File: config.mk
export PLATFORM = sky130hd
export DESIGN_NAME = gpio_seg_port
export DESIGN_NICKNAME = d
export VERILOG_FILES = /design/src/rtl/gpio_seg_pkg.sv /design/src/rtl/gpio_sync2.sv /design/src/rtl/gpio_ctl_regs.sv /design/src/rtl/gpio_pad_gate.sv /design/src/rtl/gpio_read_mux.sv /design/src/rtl/gpio_seg_port.sv
export SDC_FILE = /design/constraint.sdc
export NUM_CORES = 1
export LEC_CHECK = 0
export BUFFER_PORTS_ARGS = -buffer_cell sky130_fd_sc_hd__buf_4
export CAP_MARGIN = 20
export CELL_PAD_IN_SITES_DETAIL_PLACEMENT = 0
export CELL_PAD_IN_SITES_GLOBAL_PLACEMENT = 1
export CORE_MARGIN = 8
export CORE_UTILIZATION = 32
export CTS_CLUSTER_DIAMETER = 40
export DETAILED_ROUTE_END_ITERATION = 6
export HOLD_SLACK_MARGIN = 0.08
export PLACE_DENSITY_LB_ADDON = 0.1
export SLEW_MARGIN = 25
export SYNTH_ARGS = -nofsm -noshare
export SYNTH_HDL_FRONTEND = slang
export SYNTH_HIERARCHICAL = 1
export SYNTH_SLANG_ARGS = --single-unit
File: constraint.sdc
create_clock -name clk -period 1.21 [get_ports clk]
set_clock_uncertainty 0.2 [all_clocks]
set_input_delay 0.1815 -clock clk [delete_from_list [all_inputs] [get_ports clk]]
set_output_delay 0.1815 -clock clk [all_outputs]
set_load 0.01 [all_outputs]
File: src/rtl/gpio_seg_pkg.sv
// Package: shared constants and the register address map for the segment-override GPIO port.
// Assumes a 2-bit register address; the encodings are fixed by the software contract.
package gpio_seg_pkg;

    localparam int REG_ADDR_W = 2;

    typedef enum logic [REG_ADDR_W-1:0] {
        ADDR_PIN  = 2'd0,
        ADDR_LAT  = 2'd1,
        ADDR_DIR  = 2'd2,
        ADDR_NONE = 2'd3
    } port_addr_e;

endpackage

File: src/rtl/gpio_sync2.sv
// Module: two-flop synchronizer for each pad input bit.
// Assumes pad inputs are asynchronous to clk; resets both stages to 0 synchronously.
module gpio_sync2 #(
    parameter int WIDTH = 8
) (
    input  logic             clk,
    input  logic             rst_n,
    input  logic [WIDTH-1:0] async_in,
    output logic [WIDTH-1:0] sync_out
);

    for (genvar b = 0; b < WIDTH; b++) begin : g_bit
        logic stage1_q;
        logic stage2_q;

        // Shift one pad bit through the two-stage synchronizer.
        always_ff @(posedge clk) begin
            if (!rst_n) begin
                stage1_q <= 1'b0;
                stage2_q <= 1'b0;
            end else begin
                stage1_q <= async_in[b];
                stage2_q <= stage1_q;
            end
        end

        assign sync_out[b] = stage2_q;
    end

endmodule

File: src/rtl/gpio_ctl_regs.sv
// Module: direction and output-latch registers written over the register bus.
// Assumes a single-cycle write strobe; writes to the pin address also load the latch.
module gpio_ctl_regs
    import gpio_seg_pkg::*;
#(
    parameter int WIDTH = 8
) (
    input  logic                  clk,
    input  logic                  rst_n,
    input  logic                  wr_en,
    input  logic [REG_ADDR_W-1:0] wr_addr,
    input  logic [WIDTH-1:0]      wr_data,
    output logic [WIDTH-1:0]      lat_q,
    output logic [WIDTH-1:0]      dir_q
);

    port_addr_e addr_e;
    logic       lat_we;
    logic       dir_we;

    // Decode which register the current strobe targets.
    always_comb begin
        addr_e = port_addr_e'(wr_addr);
        lat_we = wr_en && ((addr_e == ADDR_LAT) || (addr_e == ADDR_PIN));
        dir_we = wr_en && (addr_e == ADDR_DIR);
    end

    // Hold the output latch; resets to all zeros.
    always_ff @(posedge clk) begin
        if (!rst_n) begin
            lat_q <= '0;
        end else if (lat_we) begin
            lat_q <= wr_data;
        end
    end

    // Hold the direction register; resets to all inputs.
    always_ff @(posedge clk) begin
        if (!rst_n) begin
            dir_q <= '1;
        end else if (dir_we) begin
            dir_q <= wr_data;
        end
    end

endmodule

File: src/rtl/gpio_pad_gate.sv
// Module: per-pin pad drive gating from direction, latch and segment takeover.
// Assumes dir bit 1 = input; a set seg_en bit wins over any direction setting.
module gpio_pad_gate #(
    parameter int WIDTH = 8
) (
    input  logic [WIDTH-1:0] dir_q,
    input  logic [WIDTH-1:0] lat_q,
    input  logic [WIDTH-1:0] seg_en,
    output logic [WIDTH-1:0] pad_oe,
    output logic [WIDTH-1:0] pad_out
);

    for (genvar b = 0; b < WIDTH; b++) begin : g_pin
        logic drive;

        // Drive the pad only when the pin is an output and not claimed by a segment.
        always_comb begin
            drive      = !dir_q[b] && !seg_en[b];
            pad_oe[b]  = drive;
            pad_out[b] = drive && lat_q[b];
        end
    end

endmodule

File: src/rtl/gpio_read_mux.sv
// Module: combinational read-data selection for the register bus.
// Assumes sync_pins is already synchronized; claimed pins read as 0 on the pin address.
module gpio_read_mux
    import gpio_seg_pkg::*;
#(
    parameter int WIDTH = 8
) (
    input  logic [REG_ADDR_W-1:0] rd_addr,
    input  logic [WIDTH-1:0]      sync_pins,
    input  logic [WIDTH-1:0]      seg_en,
    input  logic [WIDTH-1:0]      lat_q,
    input  logic [WIDTH-1:0]      dir_q,
    output logic [WIDTH-1:0]      rd_data
);

    // Pick the register selected by the read address.
    always_comb begin
        case (port_addr_e'(rd_addr))
            ADDR_PIN: rd_data = sync_pins & ~seg_en;
            ADDR_LAT: rd_data = lat_q;
            ADDR_DIR: rd_data = dir_q;
            default:  rd_data = '0;
        endcase
    end

endmodule

File: src/rtl/gpio_seg_port.sv
// Module: top of the segment-override GPIO port.
// Assumes synchronous active-low reset and a register bus with a one-cycle write strobe.
module gpio_seg_port
    import gpio_seg_pkg::*;
#(
    parameter int WIDTH = 8
) (
    input  logic                  clk,
    input  logic                  rst_n,
    input  logic                  bus_wr,
    input  logic [REG_ADDR_W-1:0] bus_addr,
    input  logic [WIDTH-1:0]      bus_wdata,
    output logic [WIDTH-1:0]      bus_rdata,
    input  logic [WIDTH-1:0]      seg_en,
    input  logic [WIDTH-1:0]      pad_in,
    output logic [WIDTH-1:0]      pad_oe,
    output logic [WIDTH-1:0]      pad_out
);

    logic [WIDTH-1:0] lat_q;
    logic [WIDTH-1:0] dir_q;
    logic [WIDTH-1:0] sync_pins;

    gpio_sync2 #(.WIDTH(WIDTH)) u_sync (
        .clk      (clk),
        .rst_n    (rst_n),
        .async_in (pad_in),
        .sync_out (sync_pins)
    );

    gpio_ctl_regs #(.WIDTH(WIDTH)) u_regs (
        .clk     (clk),
        .rst_n   (rst_n),
        .wr_en   (bus_wr),
        .wr_addr (bus_addr),
        .wr_data (bus_wdata),
        .lat_q   (lat_q),
        .dir_q   (dir_q)
    );

    gpio_pad_gate #(.WIDTH(WIDTH)) u_gate (
        .dir_q   (dir_q),
        .lat_q   (lat_q),
        .seg_en  (seg_en),
        .pad_oe  (pad_oe),
        .pad_out (pad_out)
    );

    gpio_read_mux #(.WIDTH(WIDTH)) u_rmux (
        .rd_addr   (bus_addr),
        .sync_pins (sync_pins),
        .seg_en    (seg_en),
        .lat_q     (lat_q),
        .dir_q     (dir_q),
        .rd_data   (bus_rdata)
    );

endmodule

==> results of run 1 <==
registers in the layout (all words and copies together), names as in the netlist:
register and count:
u_regs/dir_q 8, u_regs/lat_q 8, u_sync/g_bit.stage1_q 8, u_sync/g_bit.stage2_q 8
through the flow:
stage | hold WS [ns] | TNS, ns | instances
floorplan | 0.1041 | -0.7432 | 173
global placement | 0.1905 | -4.566 | 274
detailed placement | 0.1921 | -4.966 | 274
CTS | 0.2093 | -4.696 | 299
global route | 0.2465 | -5.737 | 302
finish | 0.2213 | -4.465 | 302
cell families after synthesis:
group,count (synthesis),synth area share
compound gates,17,0.08078
buf+inv,25,0.1195
flops,32,0.4136
simple gates,99,0.3861
area by class of cell:
cell class / instances / share of cell area
Clock buffer: 7 / 0.04048
Multi-Input combinational cell: 116 / 0.3233
Sequential cell: 32 / 0.2855
Timing Repair Buffer: 93 / 0.3223
Tap cell: 54 / 0.02839
power by group:
part,leakage [nW],internal (W),switching (W)
sequential,0.267,0.00110,0.0000344
combinational,0.702,0.000251,0.000167
clock,0.0503,0.000506,0.000356
total,1.02,0.00186,0.000558
cell usage in the layout (no fill, tap or decap), types with 7 or more instances in the layout:
cell type,n
sky130_fd_sc_hd__dlygate4sd3_1,17
sky130_fd_sc_hd__dfxtp_1,13
sky130_fd_sc_hd__nor3b_2,8
sky130_fd_sc_hd__and2_2,12
sky130_fd_sc_hd__o211ai_1,7
sky130_fd_sc_hd__buf_6,7
sky130_fd_sc_hd__nand3_1,8
sky130_fd_sc_hd__a21boi_0,8
sky130_fd_sc_hd__nand2_1,39
sky130_fd_sc_hd__nand3b_1,8
sky130_fd_sc_hd__clkbuf_8,7
sky130_fd_sc_hd__buf_4,69
sky130_fd_sc_hd__dfxtp_2,13
sky130_fd_sc_hd__or4b_1,7
critical path: stages (launching register included):
cell	delay [ns]
sky130_fd_sc_hd__dfxtp_2	0.32
sky130_fd_sc_hd__or4b_1	0.44
sky130_fd_sc_hd__o211ai_1	0.10
sky130_fd_sc_hd__buf_4	0.15
what timing repair did:
action	in CTS	in global routing
pin swaps	1	2
resized for setup	21	24
hold buffers	17	0
endpoints found under the setup margin	24	33
gates cloned	0	0
hold endpoints to repair	24	0
setup buffers	1	3
per-layer routing:
layer	GRT usage	up-vias	wire length, um
li1	-	714	-
met1	0.1265	625	1701
met2	0.1961	34	2123
met3	0.04107	4	180
met4	0.04140	0	38
met5	0	-	0
how the worst min path moves through the flow:
stage / startpoint / end / slack, ns / depth (start not counted)
after global routing: bus_wr / u_regs/dir_q[3] / 0.25 / 5
after global placement: pad_in[2] / u_sync/g_bit[2].stage1_q / 0.19 / 2
final: bus_wr / u_regs/dir_q[2] / 0.22 / 5
after detailed placement: pad_in[1] / u_sync/g_bit[1].stage1_q / 0.19 / 2
after CTS: bus_wr / u_regs/dir_q[3] / 0.21 / 5
after floorplan: bus_wdata[0] / u_regs/dir_q[0] / 0.10 / 2
==> metrics.log, run 1 <==
INFO  metric max-vdd-ir-drop = 0.6261 mV
INFO  metric ys_ff_latch = 32
INFO  metric drcViolationCount = 0
INFO  metric worstPathRequired = 0.83 ns
INFO  metric drive_gt1_frac = 0.5323
INFO  metric chipHeight = 85.58 um
INFO  metric cp-endpoint = bus_rdata[0]
INFO  metric rows = 25
INFO  metric tritoncts = done
INFO  metric synthMostInstantiatedCell = sky130_fd_sc_hd__nand2_1
INFO  metric finalWorstPathRequiredPeriod = 1.666 ns
INFO  metric syn-num-nets = 202
INFO  metric netlist_area = 1549 um^2
INFO  metric timing_worst_slew_pin_value = 0.3764 ns
INFO  metric grt_max_degree = 33
INFO  metric finalWeightedCongestion = 0.8334
INFO  metric initial_core_util = 0.3301
INFO  metric regToRegSetupSlack = 0.20 ns
INFO  metric cts.sinks = 32
INFO  metric regArea = 679.4 um^2
INFO  metric hold_viol = 0
INFO  metric first_pass_grt_wire_length = 6720 um
INFO  metric worstPathArrival = 1.28 ns
INFO  metric cellLeakagePower = 1.020 nW
INFO  metric postSynthCellCount = 173
INFO  metric flow.area_growth_from_synthesis = 53.63%
INFO  metric rsz0062_at_grt = true
INFO  metric max_freq = 0.6003 GHz
INFO  metric top_level_ports = 53
INFO  metric numCtsBuffers = 5
INFO  metric synth_enable_flop_cells = 0
INFO  metric top_post_synthesis_cells_by_count = sky130_fd_sc_hd__nand2_1 (39), sky130_fd_sc_hd__dfxtp_1 (32), sky130_fd_sc_hd__buf_4 (17)
INFO  metric failing_checks = setup timing
INFO  metric htree_levels = 2
INFO  metric total_power = 0.002417 W
INFO  metric synth.distinct_cells = 21
INFO  metric wl = 4043 um
INFO  metric fill_cells = 443
INFO  metric die-width = 85.58 um
INFO  metric yosysWarningCount = 6
INFO  metric yosys.area.top_type_share = 0.4136
INFO  metric initialDrtViolationCount = 29
INFO  metric hpwl = 2972 um
INFO  metric startpoint_type = flip-flop
INFO  metric drv_slew = 0
INFO  metric endpoint_kind = output pin
INFO  metric timing.rr.start = u_regs/dir_q[4]
INFO  metric insertion_delay = 0.27 ns
INFO  metric path_max_fanout = 1
INFO  metric most_used_flip_flop_cell_after_synthesis = sky130_fd_sc_hd__dfxtp_1
INFO  metric final_design_area_no_fill = 2380 um^2
INFO  metric ys_seq_area_frac = 0.4136
INFO  metric hold_class = primary input to flip-flop
INFO  metric detail_route.wl_per_cell = 13.39 um
INFO  metric antenna_left = 0
INFO  metric cts-root-to-sink-buffers = 2
INFO  metric io_buffer_count = 52
INFO  metric postSynth.asyncResetShare = 0
INFO  metric nets = 277
INFO  metric detail_route.vias_per_cell = 4.560
INFO  metric status = finished, violations left
INFO  metric worstRegToRegCells = 4
INFO  metric core_area = 4692 um^2
INFO  metric cts_root_buf = sky130_fd_sc_hd__clkbuf_8
INFO  metric cap_viol_max_count = 0
INFO  metric dieArea = 7323 um^2
INFO  metric pre_cts_slack = -0.3285 ns
INFO  metric count_of_final_setup_violators = 18
INFO  metric placed_area = 1977 um^2
INFO  metric power.density = 1016 nW/um^2
INFO  metric ys_top_cells_by_area = sky130_fd_sc_hd__dfxtp_1 (41%), sky130_fd_sc_hd__nand2_1 (9.5%), sky130_fd_sc_hd__buf_4 (8.2%)
INFO  metric crit_start = u_sync/g_bit[0].stage2_q
INFO  metric antenna_found_initial = 0
INFO  metric num_antenna_cells = 0
INFO  metric clock_transition_at_path_regs = 0.07 ns
INFO  metric firstDrtPassIters = 4
INFO  metric num_vias = 1377
INFO  metric final.setup.worst_slack = -0.4558 ns
INFO  metric grt_pass1_vias = 1425
INFO  metric area_occupied_by_multi_input_gates = 769.5 um^2
INFO  metric syn-mean-instance-area = 8.954 um^2
INFO  metric post-synth-top-area-cell = sky130_fd_sc_hd__dfxtp_1
INFO  metric slew_headroom = 0.7491
INFO  metric crit_type = flip-flop to output pin
INFO  metric grt_use_total = 0.1143
INFO  metric critical_path.reg2reg.endpoint = u_regs/dir_q[4]
INFO  metric fin_util = 0.5072
INFO  metric finalCritPeriodShare = 1.377
INFO  metric overflow = 0
Note: power is estimated with default switching activity, not from simulation.
==> run 2: changes to the inputs <==
--- a/config.mk
+++ b/config.mk
@@ -14,7 +14,7 @@
 export CTS_CLUSTER_DIAMETER = 40
 export DETAILED_ROUTE_END_ITERATION = 6
 export HOLD_SLACK_MARGIN = 0.08
-export PLACE_DENSITY_LB_ADDON = 0.1
+export PLACE_DENSITY = 0.8
 export SLEW_MARGIN = 25
 export SYNTH_ARGS = -nofsm -noshare
 export SYNTH_HDL_FRONTEND = slang
==> run 2 against run 1 <==
  * The run still ends with setup timing left
  * Hold slack worse by 0.19 ns
  * Register-to-register slack better by 0.11 ns
  * Setup slack better by 0.012 ns
  * Fmax up 0.72%
  * Routed wire length down 7.3%
  * Global-route usage down 0.87 points
  * Die area unchanged
  * Non-clock buffer count down 2
  * Highest routed layer unchanged
==> metrics.log, run 2 (synthesized netlist as in run 1, its figures left out) <==
INFO  metric nets = 275 (-0.72%)
INFO  metric hold_viol = 0 (unchanged)
INFO  metric firstDrtPassIters = 4 (unchanged)
INFO  metric worstPathRequired = 0.83 ns (about the same)
INFO  metric hpwl = 2697 um (-9.2%)
INFO  metric holdPathEnd = u_regs/dir_q[1]
INFO  metric dieArea = 7323 um^2 (unchanged)
INFO  metric wl = 3749 um (-7.3%)
INFO  metric tritoncts = done
INFO  metric cap_viol_max_count = 0 (unchanged)
INFO  metric hold_buffers = 16 (-1)
INFO  metric first_pass_grt_wire_length = 6092 um (-9.3%)
INFO  metric layout_commonest_cell = sky130_fd_sc_hd__buf_4
INFO  metric insertion_delay = 0.27 ns (about the same)
INFO  metric htree_levels = 2 (unchanged)
INFO  metric finalCritPeriodShare = 1.367 (-0.009892)
INFO  metric antenna_found_initial = 0 (unchanged)
INFO  metric drcViolationCount = 0 (unchanged)
INFO  metric total_power = 0.002370 W (-1.9%)
INFO  metric power.density = 999.7 nW/um^2 (-1.6%)
INFO  metric count_of_final_setup_violators = 21 (+3)
INFO  metric finalWeightedCongestion = 0.7447 (-11%)
INFO  metric rows = 25 (unchanged)
INFO  metric hold_class = primary input to flip-flop
INFO  metric chipHeight = 85.58 um (unchanged)
INFO  metric status = finished, violations left
INFO  metric critical_path.reg2reg.endpoint = u_regs/lat_q[6]
INFO  metric timing.rr.start = u_regs/lat_q[6]
INFO  metric fill_cells = 474 (+7.0%)
INFO  metric overflow = 0 (unchanged)
INFO  metric area_occupied_by_multi_input_gates = 780.7 um^2 (+1.5%)
INFO  metric io_buffer_count = 52 (unchanged)
INFO  metric final.setup.worst_slack = -0.4438 ns (+0.01197 ns)
INFO  metric slew_headroom = 0.7561 (+0.007065)
INFO  metric most-common-layout-cells = sky130_fd_sc_hd__buf_4 (65), sky130_fd_sc_hd__nand2_1 (39), sky130_fd_sc_hd__dfxtp_1 (20), sky130_fd_sc_hd__dlygate4sd3_1 (16), sky130_fd_sc_hd__and2_2 (12)
INFO  metric regToRegSetupSlack = 0.31 ns (+0.11 ns)
INFO  metric grt_pass1_vias = 1339 (-6.0%)
INFO  metric rsz0062_at_grt = true
INFO  metric initialDrtViolationCount = 40 (+38%)
INFO  metric core_area = 4692 um^2 (unchanged)
INFO  metric numCtsBuffers = 5 (unchanged)
INFO  metric num_vias = 1359 (-1.3%)
INFO  metric cellLeakagePower = 1.019 nW (about the same)
INFO  metric timing_worst_slew_pin_value = 0.3658 ns (-0.01060 ns)
INFO  metric path_max_fanout = 1 (unchanged)
INFO  metric detail_route.vias_per_cell = 4.515 (-0.98%)
INFO  metric grt_use_total = 0.1056 (-0.008687)
INFO  metric top_level_ports = 53 (unchanged)
INFO  metric max-vdd-ir-drop = 0.5522 mV (-12%)
INFO  metric regArea = 663.1 um^2 (-2.4%)
INFO  metric initial_core_util = 0.3301 (unchanged)
INFO  metric failing_checks = setup timing
INFO  metric detail_route.wl_per_cell = 12.46 um (-7.0%)
INFO  metric totalNegativeSetupSlack = -4.554 ns (-0.08882 ns)
INFO  metric drive_gt1_frac = 0.4939 (-0.03833)
INFO  metric cts_root_buf = sky130_fd_sc_hd__clkbuf_8
INFO  metric die-width = 85.58 um (unchanged)
INFO  metric cts-root-to-sink-buffers = 2 (unchanged)
INFO  metric drv_slew = 0 (unchanged)
INFO  metric endpoint_kind = output pin
INFO  metric worstPathArrival = 1.27 ns (about the same)
INFO  metric max_freq = 0.6047 GHz (+0.72%)
INFO  metric antenna_left = 0 (unchanged)
INFO  metric finalWorstPathRequiredPeriod = 1.654 ns (-0.01197 ns)
INFO  metric clock_transition_at_path_regs = 0.06 ns (about the same)
INFO  metric flow.area_growth_from_synthesis = 53.07%
INFO  metric startpoint_type = flip-flop
INFO  metric hold_path_depth = 2 (-3)
INFO  metric num_antenna_cells = 0 (unchanged)
INFO  metric grt_max_degree = 33 (unchanged)
INFO  metric crit_type = flip-flop to output pin
INFO  metric worst_hold_startpoint = rst_n
INFO  metric cts.sinks = 32 (unchanged)
INFO  metric worstRegToRegCells = 3 (-1)
[run 2: worst max-delay path by stage]
| stage | slack (ns) | depth (start not counted) | from | endpoint |
|---|---|---|---|---|
| floorplan | -0.1 | 3 | u_sync/g_bit[0].stage2_q | bus_rdata[0] |
| global placement | -0.33 | 4 | bus_addr[1] | bus_rdata[1] |
| detailed placement | -0.32 | 4 | bus_addr[1] | bus_rdata[0] |
| CTS | -0.45 | 3 | u_sync/g_bit[0].stage2_q | bus_rdata[0] |
| global route | -0.54 | 3 | u_sync/g_bit[1].stage2_q | bus_rdata[1] |
| finish | -0.44 | 3 | u_sync/g_bit[1].stage2_q | bus_rdata[1] |
[run 2: final cells by class]
| type | count | area share |
|---|---|---|
| well taps | 54 | 0.02850 |
| repair buffers | 91 | 0.3245 |
| clock buffers | 8 | 0.03799 |
| flip-flops and latches | 32 | 0.2797 |
| multi-input cells | 116 | 0.3293 |
[run 2: metrics by stage]
stage          hold WS [ns]  instances  setup slack, ns  cell area [um^2]  utilization
5_1_grt             0.04998        301          -0.5356              2371       0.5053
3_5_place_dp         0.1921        276          -0.3170              2004       0.4272
2_1_floorplan        0.1041        173         -0.09839              1554            -
3_3_place_gp         0.1892        276          -0.3271              2004       0.4272
6_report            0.03525        301          -0.4438              2371       0.5053
4_1_cts             0.03190        300          -0.4525              2295       0.4891
[run 2: what timing repair did]
action / 4_1_cts / 5_1_grt
cloned: 0 / 0
resized for setup: 20 / 18
hold endpoints to repair: 24 / 8
setup buffers: 0 / 1
endpoints found under the setup margin: 24 / 24
pin swaps: 4 / 4
[run 2: layer usage]
layer	GRT usage	up-vias	wire length, um
met5	0	-	0
met4	0.05255	0	70
met3	0.03534	6	189
met2	0.1890	28	1974
met1	0.1072	615	1515
li1	-	710	-
[run 2: critical path, stage by stage (launching register included)]
cell and delay, ns:
sky130_fd_sc_hd__dfxtp_1 0.30, sky130_fd_sc_hd__or4b_1 0.42, sky130_fd_sc_hd__o211ai_1 0.12, sky130_fd_sc_hd__buf_4 0.16
[run 2: power by group]
part           switching [W]  leakage (nW)  internal, W
logic               0.000172         0.711     0.000253
clock network       0.000350        0.0455     0.000463
registers          0.0000270         0.263      0.00111
